$ cat src/rtl/nx_pkg.sv
package nx_pkg;
  localparam int NX_NIB_W = 4;
  localparam int NX_NIBS  = 4;
endpackage

$ cat src/rtl/nx_slot_ctr.sv
module nx_slot_ctr #(
  parameter int NIBS = nx_pkg::NX_NIBS
) (
  input  logic                    clk,
  input  logic                    rst_n,
  output logic [$clog2(NIBS)-1:0] slot,
  output logic                    last
);
  localparam int SW = $clog2(NIBS);
  localparam logic [SW-1:0] LAST_SLOT = SW'(NIBS - 1);

  always_ff @(posedge clk) begin
    if (!rst_n)            slot <= '0;
    else if (slot == LAST_SLOT) slot <= '0;
    else                   slot <= slot + 1'b1;
  end

  assign last = (slot == LAST_SLOT);
endmodule

$ cat src/rtl/nx_tx_pack.sv
module nx_tx_pack #(
  parameter int NIB_W = nx_pkg::NX_NIB_W,
  parameter int NIBS  = nx_pkg::NX_NIBS
) (
  input  logic                    clk,
  input  logic                    rst_n,
  input  logic [$clog2(NIBS)-1:0] slot,
  input  logic                    last,
  input  logic [NIB_W-1:0]        nib,
  output logic [NIB_W*NIBS-1:0]   word,
  output logic                    valid
);
  localparam int SW = $clog2(NIBS);
  localparam int WW = NIB_W * NIBS;

  logic [NIB_W-1:0] lane [NIBS-1];
  logic [WW-1:0]    next_word;

  // one holding register per lower lane, loaded in its own slot
  for (genvar k = 0; k < NIBS - 1; k++) begin : g_lane
    always_ff @(posedge clk) begin
      if (!rst_n)                 lane[k] <= '0;
      else if (slot == SW'(k))    lane[k] <= nib;
    end
    assign next_word[k*NIB_W +: NIB_W] = lane[k];
  end
  // top lane bypasses storage: it is taken straight off the bus
  assign next_word[WW-1 -: NIB_W] = nib;

  always_ff @(posedge clk) begin
    if (!rst_n) begin
      word  <= '0;
      valid <= 1'b0;
    end else begin
      valid <= last;
      if (last) word <= next_word;
    end
  end
endmodule

$ cat src/rtl/nx_rx_unpack.sv
module nx_rx_unpack #(
  parameter int NIB_W = nx_pkg::NX_NIB_W,
  parameter int NIBS  = nx_pkg::NX_NIBS
) (
  input  logic                    clk,
  input  logic                    rst_n,
  input  logic [$clog2(NIBS)-1:0] slot,
  input  logic                    last,
  input  logic [NIB_W*NIBS-1:0]   in_word,
  input  logic                    in_valid,
  output logic                    ready,
  output logic [NIB_W-1:0]        nib
);
  localparam int WW = NIB_W * NIBS;

  logic [WW-1:0]    hold;
  logic [NIB_W-1:0] lanes [NIBS];

  assign ready = last;

  always_ff @(posedge clk) begin
    if (!rst_n)                hold <= '0;
    else if (ready && in_valid) hold <= in_word;
  end

  for (genvar k = 0; k < NIBS; k++) begin : g_out
    assign lanes[k] = hold[k*NIB_W +: NIB_W];
  end

  assign nib = lanes[slot];
endmodule

$ cat src/rtl/nibble_xcvr.sv
module nibble_xcvr #(
  parameter int NIB_W = nx_pkg::NX_NIB_W,
  parameter int NIBS  = nx_pkg::NX_NIBS
) (
  input  logic                    clk,
  input  logic                    rst_n,
  output logic [$clog2(NIBS)-1:0] slot,
  output logic                    word_clk,
  input  logic [NIB_W-1:0]        tx_nib,
  output logic [NIB_W*NIBS-1:0]   tx_word,
  output logic                    tx_word_valid,
  input  logic [NIB_W*NIBS-1:0]   rx_in_word,
  input  logic                    rx_in_valid,
  output logic                    rx_ready,
  output logic [NIB_W-1:0]        rx_nib
);
  logic last;

  nx_slot_ctr #(.NIBS(NIBS)) u_slot (
    .clk(clk), .rst_n(rst_n), .slot(slot), .last(last)
  );

  nx_tx_pack #(.NIB_W(NIB_W), .NIBS(NIBS)) u_tx (
    .clk(clk), .rst_n(rst_n), .slot(slot), .last(last),
    .nib(tx_nib), .word(tx_word), .valid(tx_word_valid)
  );

  nx_rx_unpack #(.NIB_W(NIB_W), .NIBS(NIBS)) u_rx (
    .clk(clk), .rst_n(rst_n), .slot(slot), .last(last),
    .in_word(rx_in_word), .in_valid(rx_in_valid),
    .ready(rx_ready), .nib(rx_nib)
  );

  assign word_clk = (int'(slot) < NIBS / 2);
endmodule

$ cat config.mk
export PLATFORM = sky130hd
export DESIGN_NAME = nibble_xcvr
export DESIGN_NICKNAME = d
export VERILOG_FILES = /design/src/rtl/nx_pkg.sv /design/src/rtl/nx_slot_ctr.sv /design/src/rtl/nx_tx_pack.sv /design/src/rtl/nx_rx_unpack.sv /design/src/rtl/nibble_xcvr.sv
export SDC_FILE = /design/constraint.sdc
export NUM_CORES = 1
export LEC_CHECK = 0
export BUFFER_PORTS_ARGS = -buffer_cell sky130_fd_sc_hd__buf_2
export CORE_ASPECT_RATIO = 1.1
export CORE_MARGIN = 3
export CORE_UTILIZATION = 57
export CTS_CLUSTER_DIAMETER = 40
export CTS_CLUSTER_SIZE = 8
export DETAILED_ROUTE_END_ITERATION = 6
export GPL_ROUTABILITY_DRIVEN = 0
export PLACE_DENSITY = 0.84
export SLEW_MARGIN = 0
export SYNTH_ARGS = -nofsm -noshare
export SYNTH_HDL_FRONTEND = slang
export SYNTH_SLANG_ARGS = --single-unit
$ cat constraint.sdc
create_clock -name clk -period 2.85 [get_ports clk]
set_clock_uncertainty 0.05 [all_clocks]
set_input_delay 0.7125 -clock clk [delete_from_list [all_inputs] [get_ports clk]]
set_output_delay 0.7125 -clock clk [all_outputs]
set_load 0.01 [all_outputs]
== Word level (Yosys, flattened, before mapping) ==
Memory sizes are Yosys's and may differ from the RTL's. A register that Yosys moved wholly into a read port is not among the register bits.
Index checks and enable logic that the tools add are counted.
W data, S select, Z words.

* Memories: 1
* Register bits after elaboration: 35
* Logic and storage cells: 38
* Input port bits: 23
* RAM bits: 12

{| class="wikitable"
|+ Memories
! name !! words !! width !! read ports !! clocked after Yosys merged registers in !! wr ports !! line !! text
|-
| u_tx.lane || 3 || 4 || 3 || 3 || 3 || nx_tx_pack.sv:16 || <nowiki>logic [NIB_W-1:0] lane [NIBS-1];</nowiki>
|}

* Reduce and logical (&&, ||, !) cells: 6
* Equality and inequality tests: 3
* Multiplexer cells: 16
* Magnitude comparators: 2
* Bitwise operators: 5
* $add $sub $neg: 1

{| class="wikitable"
|+ Operator list
! operator !! number
|-
| $mux W4 || 5
|-
| $mux W1 || 10
|-
| $bmux W4 S2 || 1
|-
| $eq A2 B2 Y1 const B || 2
|-
| $ge A3 B3 Y1 const B || 1
|-
| $logic_not A1 Y1 || 3
|-
| $not A2 Y3 || 1
|-
| $or A1 B1 Y1 || 3
|-
| $add A2 B1 Y2 const B || 1
|-
| $eq A2 B1 Y1 const B || 1
|-
| $logic_not A2 Y1 || 1
|-
| $lt A2 B2 Y1 const B || 1
|-
| $reduce_or A2 Y1 || 1
|-
| $logic_and A1 B1 Y1 || 1
|-
| $not A1 Y1 || 1
|}

== Depth between registers and ports, before layout ==
Gate-level depths: netlist (run 1).

* Word-level depth: 5
* Mapped depth: 5
* Mapped depth without buffers: 3

== Cells and area by module ==
A second synthesis (run 1) with hierarchy kept.

* Cell total of the unflattened synthesis: 170
* Area total of the unflattened synthesis: 1,983.2 µm²

{| class="wikitable"
|+ Modules (own cells, without submodules)
! module !! seq. area each (µm²) !! cells each !! area an instance (µm²) !! times used
|-
| nx_tx_pack || 700.7 || 87 || 1,097.3 || 1
|-
| nx_rx_unpack || 320.3 || 77 || 808.3 || 1
|-
| nx_slot_ctr || 40.0 || 5 || 73.8 || 1
|-
| nibble_xcvr || 0.0 || 1 || 3.8 || 1
|}

== Worst setup path after synthesis (run 1) ==
OpenSTA, ideal clock, no wires.

* Path type: reg2out
* Start: register u_slot.slot[0]
* End: output rx_nib[0]
* Stages on the path, launching flop included: 3
* Arrival: 1.118 ns
* Buffers on the path: 1
* Setup slack: 0.969 ns
* Cell sequence: dfxtp_1 > buf_6 > mux4_2

* Cells in the longest elaborated chain, start to end: 4

{| class="wikitable"
|+ Ends and longest elaborated chain
! what !! line !! text
|-
| start: declaration || nx_slot_ctr.sv:6 || <nowiki>output logic [$clog2(NIBS)-1:0] slot,</nowiki>
|-
| start signal: assignment || nx_slot_ctr.sv:15 || <nowiki>else slot <= slot + 1'b1;</nowiki>
|-
| $not A2 Y3 (not written as such) || nx_rx_unpack.sv:30 || <nowiki>assign nib = lanes[slot];</nowiki>
|-
| $bmux W4 S2 || nx_rx_unpack.sv:30 ||
|-
| $mux W4 (not written as such) (2 in series) || nx_rx_unpack.sv:30 ||
|-
| end: declaration || nibble_xcvr.sv:15 || <nowiki>output logic [NIB_W-1:0] rx_nib</nowiki>
|}

No other way between the ends. The select of a mux whose other input is x is not followed.

== Worst setup path after layout (run 1) ==
* Start: register u_slot.slot[0]
* End: output rx_nib[3]

The elaborated chain is that of the path after synthesis.

==> results.cfg, run 1 <==
[clock_network]
cts.sinks = 47
path_clk_slew_ns = 0.12
htree_levels = 2
clock_latency_ns = 0.35
cts_tree = yes
cts_buffer_depth = 2
cts_buffers = 5
post_cts_buffers = 0
root_buffer = clkbuf_4
post_cts_resized = 0
hold_buffers = 0

[drt]
drtAntennaViolNets = 0
met2_wirelength_mm = 1.862
wl_met3_um = 181
dr.pass1.iters = 4
drt_iter0_markers = 37
drt-met1-wl_mm = 1.521
wl_mm = 3.609
wl_per_cell_um = 13.88
drc = 0
maxUsedRoutingLayer = met4
dr_total_vias = 1354
routed_via_density = 5.208

[critical_path]
end_kind = output pin
worst_ep_arrival_time_ns = 1.71
endpoint = rx_nib[3]
crit_fanout = 10
startpoint_type = flop
r2r-end = u_rx.hold[2]$_SDFFE_PN0P_
critical_path_class = flop to output pin
r2r_cells = 4
reg2reg_slack_ns = 0.87
r2r_start = u_slot.slot[0]$_SDFF_PP0_
crit_required_ns = 2.09
startpoint = u_slot.slot[0]$_SDFF_PP0_

[final_layout]
multi_input_area_um2 = 869.6
layout-drive-gt1-share_pct = 27.83
fin_nets = 239
regArea_um2 = 1061
fillers = 264
area_growth_syn_to_layout_pct = 15.74
fin_util_pct = 69.55
insertedDiodeCount = 0

[global_routing]
gr-total-overflow = 0
grtUsageTotal_pct = 17.90
antenna_found_initial = 0
grt_first_pass_wirelength_mm = 5.906
grt_pass1_vias = 1265
grt_max_degree = 51

[timing]
report.final.setup_viol = 0
max_slew_margin_pct = 53.52
rsz0062_at_grt = false
whs_ns = 0.4723
slew_violations = 0
worstMarginPinSlew_ns = 0.6973
final_hold_viol_count = 0
setup_tns_ns = 0
max_freq_ghz = 0.4046
period_share_pct = 86.73
fin_ws_ns = 0.3782
fin_crit_ns = 2.472

[pwr]
finalPower_mw = 1.366
power_density_nw_per_um2 = 580.2
ir_drop_uv = 411.9
p_leak_nw = 1.062

[placed_design]
place_hpwl_mm = 2.555
portBuffers = 47
dpl_worst_slack_ns = 0.7737

[min_path]
min_path_type = flop to flop

[yosys]
async_flop_share_pct = 0
yosysWarnings = 0
yosys.cell_types.count = 18
synth_flop_cell = dfxtp_1
syn_inst = 170
syn_area_um2 = 2034
yosysTopAreaCellShare_pct = 34.44
ys_seq_area_share_pct = 52.15
synth_commonest_cells = dfxtp_1 (35), and3_1 (28)
synth_edf_count = 12
synth_area_leader_cell = dfxtp_1
syn-mean-instance-area_um2 = 11.97
ys_ff_latch = 47
synthesis.nets = 198
yosysMostFrequentCell = dfxtp_1
yosys-top-cells-area = dfxtp_1 (34%), edfxtp_1 (18%), and3_1 (8.6%)

[floorplan]
fp.dieH_um = 68.66
die-area_um2 = 4323
start_util_pct = 60.09
rows = 22
core_area_um2 = 3386
pin_count = 48
dieWidth_um = 62.96

[status]
status = completed

[run]
maxCapViolations = 0
worst min path at each step:
stage,from,end,slack (ns),depth (start not counted)
after floorplan,u_tx.lane[0][0]$_SDFFCE_PN0P_,u_tx.word[0]$_SDFFE_PN0N_,0.43,2
after global placement,u_tx.lane[0][2]$_SDFFCE_PN0P_,u_tx.word[2]$_SDFFE_PN0N_,0.44,2
after detailed placement,u_tx.lane[1][3]$_SDFFCE_PN0P_,u_tx.word[7]$_SDFFE_PN0N_,0.45,2
after CTS,u_tx.lane[1][3]$_SDFFCE_PN0P_,u_tx.word[7]$_SDFFE_PN0N_,0.48,2
after global routing,u_tx.word[7]$_SDFFE_PN0N_,u_tx.word[7]$_SDFFE_PN0N_,0.50,2
final,u_tx.word[5]$_SDFFE_PN0N_,u_tx.word[5]$_SDFFE_PN0N_,0.47,2
layout by cell type, fill, tap and decap left out:
cell type and count:
and3_1 28, inv_1 2, mux4_2 4, dfxtp_1 35, and2_1 1, edfxtp_1 12
ha_1 5, nand2b_1 3, a21boi_0 16, clkbuf_1 1, buf_2 47, mux2i_1 16
bufinv_16 2, and3b_1 1, clkbuf_4 5, nor3b_1 1, nor2b_1 16, o21a_1 16
buf_12 1
per-layer routing:
| metal | global-route usage (%) | vias up |
|---|---|---|
| li1 | - | 681 |
| met5 | 0 | - |
| met4 | 5.785 | 0 |
| met1 | 21.67 | 631 |
| met2 | 30.70 | 37 |
| met3 | 5.673 | 5 |
power breakdown:
| part | leakage [nW] | switching, mW | total (mW) | internal (mW) |
|---|---|---|---|---|
| Combinational | 0.598 | 0.0747 | 0.144 | 0.0696 |
| Clock | 0.0525 | 0.201 | 0.475 | 0.274 |
| Sequential | 0.412 | 0.0233 | 0.747 | 0.724 |
registers in the layout, indices dropped and copies added (netlist names):
name         count
u_rx.hold       16
u_tx.word       16
u_tx.lane       12
u_slot.slot      2
u_tx.valid       1
worst max-delay path, stage by stage, from the launching register on:
cell and delay [ns]:
dfxtp_1 0.63, mux4_2 0.57, buf_2 0.16
cell families after synthesis:
group	synth area share (%)
DFF	52.15
and+or+nand+nor	15.56
muxes	12.30
AOI/OAI and AO/OA	11.81
adders and majority gates	3.075
buffers and inverters	5.105
final cells by class:
| class | instances | share of cell area [%] |
|---|---|---|
| clock inverters | 2 | 2.550 |
| repair buffers | 48 | 10.84 |
| flip-flops and latches | 47 | 45.06 |
| inverters | 2 | 0.3188 |
| multi-input cells | 107 | 36.93 |
| well taps | 48 | 2.550 |
| clock buffers | 6 | 1.753 |
metrics by stage:
step / cells / instance area, um^2
finish: 260 / 2355
detailed placement: 252 / 2253
global placement: 252 / 2253
global route: 260 / 2355
floorplan: 170 / 2034
CTS: 260 / 2355
Power figures use the tool's default switching activity.
==> inputs of run 2 (changes only) <==
Settings changed: CORE_UTILIZATION 57 to 35, PLACE_DENSITY 0.84 to unset, SLEW_MARGIN 0 to 20.
==> run 2 against run 1 <==
  * Worst setup slack better by 0.034 ns
  * Design area increased by 1.1%
  * First-iteration DRC count grew 110%
  * Combinational power about the same
  * Non-clock buffer count up 2
  * Critical endpoint unchanged
  * Clock power is 17% lower
==> results.cfg, run 2 (synthesis results as in run 1) <==
[floorplan]
dieWidth_um = 78.70
die-area_um2 = 6765
rows = 28
pin_count = 48
start_util_pct = 36.99
fp.dieH_um = 85.96
core_area_um2 = 5500

[status]
status = completed

[placed_design]
dpl.cell_count = 281
dpl_cell_area_um2 = 2292
portBuffers = 47
place_hpwl_mm = 2.543
dpl_worst_slack_ns = 0.7268

[clock_network]
cts.sinks = 47
cts_tree = yes
cts_buffer_depth = 2
htree_levels = 2
path_clk_slew_ns = 0.09
hold_buffers = 0
post_cts_resized = 0
cts_buffers = 5
clock_latency_ns = 0.30
root_buffer = clkbuf_8
post_cts_buffers = 0

[critical_path]
cpPeakStageDelay_ns = 0.64
path_delay_family = flip-flops
critical_path_class = flop to output pin
cp_num_buf_inv = 1
worst_ep_arrival_time_ns = 1.68
crit_required_ns = 2.09
cpMaxStageDelayCell = dfxtp_1
crit_fanout = 10
crit_chain = mux4_2 -> buf_2
end_kind = output pin
startpoint_type = flop

[final_layout]
area_growth_syn_to_layout_pct = 17.04
largestRegisters = u_rx.hold x16, u_tx.word x16, u_tx.lane x12
fin_area_um2 = 2381
final_common_cell = buf_2
insertedDiodeCount = 0
fillers = 523
fin_nets = 241
mostFrequentLayoutCells = buf_2 (47), dfxtp_1 (35), and3_1 (28)
layout-drive-gt1-share_pct = 28.97
instances_no_fill = 289

[run]
maxCapViolations = 0

[global_routing]
grt_pass1_vias = 1310
antenna_found_initial = 0
gr-total-overflow = 0
grt_first_pass_wirelength_mm = 6.561
grtUsageTotal_pct = 12.39
grt_max_degree = 37

[timing]
fin_ws_ns = 0.4118
fin_crit_ns = 2.438
report.final.setup_viol = 0
worstMarginPinSlew_ns = 0.5177
rsz0062_at_grt = false
max_slew_margin_pct = 65.48
slew_violations = 0
final_hold_viol_count = 0
setup_tns_ns = 0
period_share_pct = 85.55
max_freq_ghz = 0.4101

[drt]
routed_via_density = 4.574
drt_iter0_markers = 79
drtAntennaViolNets = 0
drc = 0
wl_per_cell_um = 13.00
dr.pass1.iters = 4
wl_mm = 3.758
dr_total_vias = 1322

[pwr]
p_leak_nw = 1.057
ir_drop_uv = 207.7
power_density_nw_per_um2 = 540.5
finalPower_mw = 1.287

[min_path]
min_path_type = flop to flop
==> run 2: cell type report <==
| class | instances | area [um^2] | area share (%) |
|---|---|---|---|
| Timing Repair Buffer | 50 | 257.7 | 10.83 |
| Tap cell | 75 | 93.84 | 3.941 |
| Clock buffer | 5 | 68.82 | 2.890 |
| Clock inverter | 3 | 20.02 | 0.8408 |
| Inverter | 2 | 7.507 | 0.3153 |
| Multi-Input combinational cell | 107 | 872.1 | 36.63 |
| Sequential cell | 47 | 1061 | 44.56 |
==> run 2: through the flow <==
stage | hold WS [ns] | utilization [%]
final | 0.4590 | 43.29
after global routing | 0.4932 | 43.29
after CTS | 0.4649 | 43.29
after detailed placement | 0.4439 | 41.67
after global placement | 0.4402 | 41.67
after floorplan | 0.4286 | -
==> run 2: worst paths after layout <==
| check | from | endpoint | slack, ns | cells after the start |
|---|---|---|---|---|
| worst min-delay path | u_tx.lane[2][3]$_SDFFCE_PN0P_ | u_tx.word[11]$_SDFFE_PN0N_ | 0.46 | 2 |
| worst min register to register | u_tx.lane[2][3]$_SDFFCE_PN0P_ | u_tx.word[11]$_SDFFE_PN0N_ | 0.46 | 2 |
| worst max-delay path | u_slot.slot[0]$_SDFF_PP0_ | rx_nib[3] | 0.41 | 2 |
| worst max register to register | u_slot.slot[0]$_SDFF_PP0_ | u_tx.word[1]$_SDFFE_PN0N_ | 0.85 | 4 |
==> run 2: metal layers <==
| metal | track usage (%) | vias to the layer above | part of all wire, % |
|---|---|---|---|
| met4 | 5.405 | 0 | 1.9 |
| met2 | 19.23 | 35 | 45 |
| li1 | - | 691 | - |
| met3 | 4.097 | 7 | 6.0 |
| met1 | 15.74 | 589 | 47 |
| met5 | 0 | - | 0 |
==> run 2: worst reg2reg max path: stages, from the launching register on <==
cell	delay [ns]
dfxtp_1	0.64
ha_2	0.62
buf_4	0.31
mux2i_1	0.21
nor2b_1	0.06
==> run 2: power by group <==
part / internal (mW) / switching (mW) / total [mW]
Combinational: 0.0695 / 0.0755 / 0.145
Sequential: 0.723 / 0.0238 / 0.747
Clock: 0.171 / 0.224 / 0.395
